===== src/rtl/ovh_pkg.sv =====
package ovh_pkg;
  typedef enum logic {POL_FREEZE = 1'b0, POL_FORCE_ONES = 1'b1} loss_pol_e;

  function automatic int idx_w(input int n);
    return (n <= 1) ? 1 : $clog2(n);
  endfunction

  function automatic int nbytes(input int bits);
    return (bits + 7) / 8;
  endfunction
endpackage


===== src/rtl/ovh_byte_cell.sv =====
module ovh_byte_cell
  import ovh_pkg::*;
#(
  parameter int        BITS   = 8,
  parameter loss_pol_e POLICY = POL_FREEZE
) (
  input  logic            clk,
  input  logic            rst,
  input  logic            locked,
  input  logic            wr,
  input  logic [7:0]      din,
  output logic [BITS-1:0] q,
  output logic            fresh
);
  localparam logic [BITS-1:0] RST_VAL = (POLICY == POL_FORCE_ONES) ? '1 : '0;

  logic unused_din;
  assign unused_din = ^din;

  always_ff @(posedge clk) begin
    if (rst) begin
      q     <= RST_VAL;
      fresh <= 1'b0;
    end else if (!locked) begin
      fresh <= 1'b0;
      if (POLICY == POL_FORCE_ONES) q <= '1;
    end else if (wr) begin
      q     <= din[BITS-1:0];
      fresh <= 1'b1;
    end
  end
endmodule


===== src/rtl/ovh_field.sv =====
module ovh_field
  import ovh_pkg::*;
#(
  parameter int        NBYTES = 1,
  parameter int        WIDTH  = 8,
  parameter loss_pol_e POLICY = POL_FREEZE,
  localparam int       IW     = idx_w(NBYTES)
) (
  input  logic             clk,
  input  logic             rst,
  input  logic             locked,
  input  logic             wr_stb,
  input  logic [IW-1:0]    wr_idx,
  input  logic [7:0]       din,
  output logic [WIDTH-1:0] value,
  output logic             vld
);
  logic [NBYTES-1:0] fresh;

  for (genvar b = 0; b < NBYTES; b++) begin : g_byte
    localparam int BW = ((WIDTH - 8*b) >= 8) ? 8 : (WIDTH - 8*b);
    logic hit;
    assign hit = wr_stb && (wr_idx == IW'(b));
    ovh_byte_cell #(.BITS(BW), .POLICY(POLICY)) u_cell (
      .clk(clk), .rst(rst), .locked(locked), .wr(hit), .din(din),
      .q(value[8*b +: BW]), .fresh(fresh[b])
    );
  end

  assign vld = &fresh;
endmodule


===== src/rtl/ovh_capture.sv =====
module ovh_capture
  import ovh_pkg::*;
#(
  parameter int  ECC_BYTES = 2,
  parameter int  FC_BITS   = 16,
  localparam int ECC_IW    = idx_w(ECC_BYTES),
  localparam int FC_NB     = nbytes(FC_BITS),
  localparam int FC_IW     = idx_w(FC_NB)
) (
  input  logic                   clk,
  input  logic                   rst,
  input  logic                   frm_locked,
  input  logic [7:0]             ovh_byte,
  input  logic                   ecc_stb,
  input  logic [ECC_IW-1:0]      ecc_idx,
  input  logic                   fc_stb,
  input  logic [FC_IW-1:0]       fc_idx,
  input  logic                   alarm_stb,
  input  logic                   label_stb,
  output logic [8*ECC_BYTES-1:0] ecc_value,
  output logic                   ecc_vld,
  output logic [FC_BITS-1:0]     fc_value,
  output logic                   fc_vld,
  output logic [7:0]             alarm_value,
  output logic                   alarm_vld,
  output logic [7:0]             label_value,
  output logic                   label_vld
);
  ovh_field #(.NBYTES(ECC_BYTES), .WIDTH(8*ECC_BYTES), .POLICY(POL_FREEZE)) u_ecc (
    .clk(clk), .rst(rst), .locked(frm_locked), .wr_stb(ecc_stb), .wr_idx(ecc_idx),
    .din(ovh_byte), .value(ecc_value), .vld(ecc_vld)
  );

  ovh_field #(.NBYTES(FC_NB), .WIDTH(FC_BITS), .POLICY(POL_FORCE_ONES)) u_fc (
    .clk(clk), .rst(rst), .locked(frm_locked), .wr_stb(fc_stb), .wr_idx(fc_idx),
    .din(ovh_byte), .value(fc_value), .vld(fc_vld)
  );

  ovh_field #(.NBYTES(1), .WIDTH(8), .POLICY(POL_FREEZE)) u_alarm (
    .clk(clk), .rst(rst), .locked(frm_locked), .wr_stb(alarm_stb), .wr_idx(1'b0),
    .din(ovh_byte), .value(alarm_value), .vld(alarm_vld)
  );

  ovh_field #(.NBYTES(1), .WIDTH(8), .POLICY(POL_FREEZE)) u_label (
    .clk(clk), .rst(rst), .locked(frm_locked), .wr_stb(label_stb), .wr_idx(1'b0),
    .din(ovh_byte), .value(label_value), .vld(label_vld)
  );
endmodule


===== config.mk =====
export PLATFORM = sky130hd
export DESIGN_NAME = ovh_capture
export DESIGN_NICKNAME = d
export VERILOG_FILES = /design/src/rtl/ovh_pkg.sv /design/src/rtl/ovh_byte_cell.sv /design/src/rtl/ovh_field.sv /design/src/rtl/ovh_capture.sv
export SDC_FILE = /design/constraint.sdc
export NUM_CORES = 1
export LEC_CHECK = 0
export ABC_AREA = 1
export BUFFER_PORTS_ARGS = -buffer_cell sky130_fd_sc_hd__buf_2
export CORE_MARGIN = 5
export CORE_UTILIZATION = 54
export CTS_CLUSTER_DIAMETER = 30
export CTS_CLUSTER_SIZE = 12
export DETAILED_ROUTE_END_ITERATION = 6
export GPL_TIMING_DRIVEN = 0
export PLACE_DENSITY_LB_ADDON = 0.05
export SLEW_MARGIN = 25
export SYNTH_ARGS = -nofsm -noshare
export SYNTH_HDL_FRONTEND = slang
export SYNTH_HIERARCHICAL = 1
export SYNTH_SLANG_ARGS = --single-unit

===== constraint.sdc =====
create_clock -name clk -period 2.15 [get_ports clk]
set_clock_uncertainty 0.15 [all_clocks]
set_input_delay 0.3225 -clock clk [delete_from_list [all_inputs] [get_ports clk]]
set_output_delay 0.3225 -clock clk [all_outputs]
set_load 0.01 [all_outputs]

==> run summary <==
# rows: 23
Most frequent cells in the layout: nand2_1 (94), nor2_1 (72), buf_2 (68), dfxtp_1 (54), inv_1 (48)
Main combinational cell family by area after synthesis: simple AND/OR/NAND/NOR gates
H-tree depth: 2
Fraction of the yosys area taken by sequential cells: 0.4974
Buffers added on ports: 68
Root Buffer: clkbuf_8
Global Route Usage Sum: 0.1983
Startpoint Class: flip-flop
Synthesis warning total: 6
Initial antenna violation count: 0
Leading cell type in the layout, fill and taps excluded: nand2_1
Post-synthesis instance total: 315
R2r endpoint: u_alarm/g_byte[0].u_cell/fresh$_SDFFE_PP0P_
DR iter-0 viols: 94
WL per Instance: 11.55 µm
PD cells: 706.3 nW/µm²
Final HPWL DP: 3573 µm
CTS-repair resized insts: 0
Maxcap violations: 0
CTS Sinks: 54
Largest net degree at the start of global routing: 16
Vias per Instance: 4.466
Hold Path Depth: 3
Hold buffer count at CTS: 0
Synth Area in Compound Gates: 0.009211
Max VDD drop: 0.4492 mV
Adder-Cell Fraction of Synth Area: 0
Drt first pass iters: 4
Crit. End Element: primary output
Kind of critical path: flip-flop to primary output
Vias in the first global route: 1752
LEAKAGE: 1.550 nW
# Post-CTS Setup Buffers: 0
Starting density of the core: 0.5513
Clk Latency, worst-skew pair: 300 ps
First-pass GRT wire length: 8169 µm
Die Y: 73.44 µm
Fmax: 0.7462 GHz
Critical hold path startpoint: ovh_byte[2]
Tcrit/Tclk final: 0.6233
Fin util: 0.6776
Number of fill cells: 365
RSZ-0062 raised after global routing: no
Total via count in the routed design: 1974
Max Root-Sink Buffers: 2
Worst path required time: 1680 ps
Final #Nets: 408
DRC errors left: 0
Distinct cells, synth: 12
WL final: 5104 µm
Final ANT Viol Nets: 0
Syn Area/Cell: 6.899 µm²
Die Wd: 73.44 µm
R2r startpoint: u_alarm/g_byte[0].u_cell/fresh$_SDFFE_PP0P_
CTS tree: yes
Synth Area in Simple Gates: 0.3754
Placed cells: 434
Share of cells above drive strength 1: 0.2577
Diode count: 0
Setup TNS: 0 ps
Synthesis-to-layout area growth: 22.91%
Hold Crit Class: input pin to flip-flop
Worst path arrival time: 870 ps
Crit Path Max Fanout: 2
Post-Synth XOR/XNOR Area: 0
Grt ovf: 0
Placer Congestion: 0.7811
Clock-pin slew of the registers on the worst-case setup and hold paths: 90 ps
Register-to-register setup slack: 1340 ps
Hold EP: u_fc/g_byte[0].u_cell/q[2]$_SDFFE_PP1P_
Final Setup Violations: 0
Period minus WS final: 1340 ps
Core area: 3943 µm²
Worst reg2reg path depth: 2
Hold Violations, Final: 0
Mapped cell area: 2173 µm²
Num CTS Buffers: 5
Status: finished clean
Mux cell area share after synthesis: 0
Num ports: 69
Max Slew Vio Count: 0
Die ar.: 5393 µm²
Final Non-Filler Cells: 442
#FFs+latches synth: 54
power breakdown:
part	switching [mW]	leakage [nW]	internal (mW)
Clock	0.307	0.0482	0.260
Combinational	0.161	1.06	0.0926
Sequential	0.0213	0.442	1.04
Total	0.489	1.55	1.40
cell families (layout without fill, tap and decap cells):
logic type             Yosys count  in the layout
and+or+nand+nor                200            200
AOI/OAI and AO/OA                4              4
DFF                             54             54
other                            1              2
buffers and inverters           56            132
flip-flops by register name (all words and copies together) (netlist names):
register and cells:
u_ecc/g_byte.u_cell/q 16, u_fc/g_byte.u_cell/q 16, u_alarm/g_byte.u_cell/q 8, u_label/g_byte.u_cell/q 8
u_ecc/g_byte.u_cell/fresh 2, u_fc/g_byte.u_cell/fresh 2, u_alarm/g_byte.u_cell/fresh 1, u_label/g_byte.u_cell/fresh 1
how the worst max path moves through the flow:
stage                                             startpoint                                          to  slack [ps]  cells after the start
floorplan                                          alarm_stb  u_alarm/g_byte[0].u_cell/q[0]$_SDFFE_PP0P_        1090                      6
global placement                                  frm_locked     u_fc/g_byte[0].u_cell/q[1]$_SDFFE_PP1P_         830                      4
detailed placement                                frm_locked     u_fc/g_byte[1].u_cell/q[6]$_SDFFE_PP1P_         810                      4
CTS                 u_fc/g_byte[1].u_cell/fresh$_SDFFE_PP0P_                                      fc_vld         800                      3
global route        u_fc/g_byte[1].u_cell/fresh$_SDFFE_PP0P_                                      fc_vld         740                      3
finish              u_fc/g_byte[0].u_cell/fresh$_SDFFE_PP0P_                                      fc_vld         810                      3
critical path, stage by stage, from the launching register on:
cell and delay [ps]:
dfxtp_1 350, nand2_1 70, inv_1 50, buf_2 120
synth_stat cells:
master / number / area [µm²]
inv_1: 48 / 180.2
nor2_1: 72 / 270.3
buf_6: 4 / 45.04
nand2_1: 94 / 352.8
nand2_2: 12 / 75.07
buf_4: 2 / 15.01
nor2_2: 6 / 37.54
nand3_1: 16 / 80.08
dfxtp_1: 54 / 1081
o21ai_0: 4 / 20.02
conb_1: 1 / 3.750
inv_4: 2 / 12.51
metrics by stage:
step	hold slack [ps]	power (mW)	setup WS, ps	cell area [µm²]
floorplan	244.9	1.237	1087	2177
global placement	296.1	1.339	830.3	2580
detailed placement	302.1	1.344	808.8	2580
CTS	200.7	1.907	796.6	2671
global route	196.9	1.986	738.8	2671
finish	204.3	1.887	809.9	2671
metal layers:
| layer | part of all wire | GRT usage | vias up |
|---|---|---|---|
| li1 | - | - | 1065 |
| met2 | 0.45 | 0.3189 | 60 |
| met5 | 0 | 0 | - |
| met4 | 0.0084 | 0.05433 | 0 |
| met3 | 0.082 | 0.04788 | 4 |
| met1 | 0.46 | 0.2654 | 845 |
layout make-up:
type / count / area (µm²) / area share
Buffer: 6 / 60.06 / 0.02248
Clock buffer: 7 / 86.33 / 0.03232
Clock inverter: 1 / 5.005 / 0.001874
Inverter: 50 / 192.7 / 0.07213
Multi-Input combinational cell: 206 / 843.3 / 0.3157
Sequential cell: 54 / 1081 / 0.4047
Tap cell: 50 / 62.56 / 0.02342
Timing Repair Buffer: 68 / 340.3 / 0.1274
No activity file was read; power rests on OpenSTA's default activity.
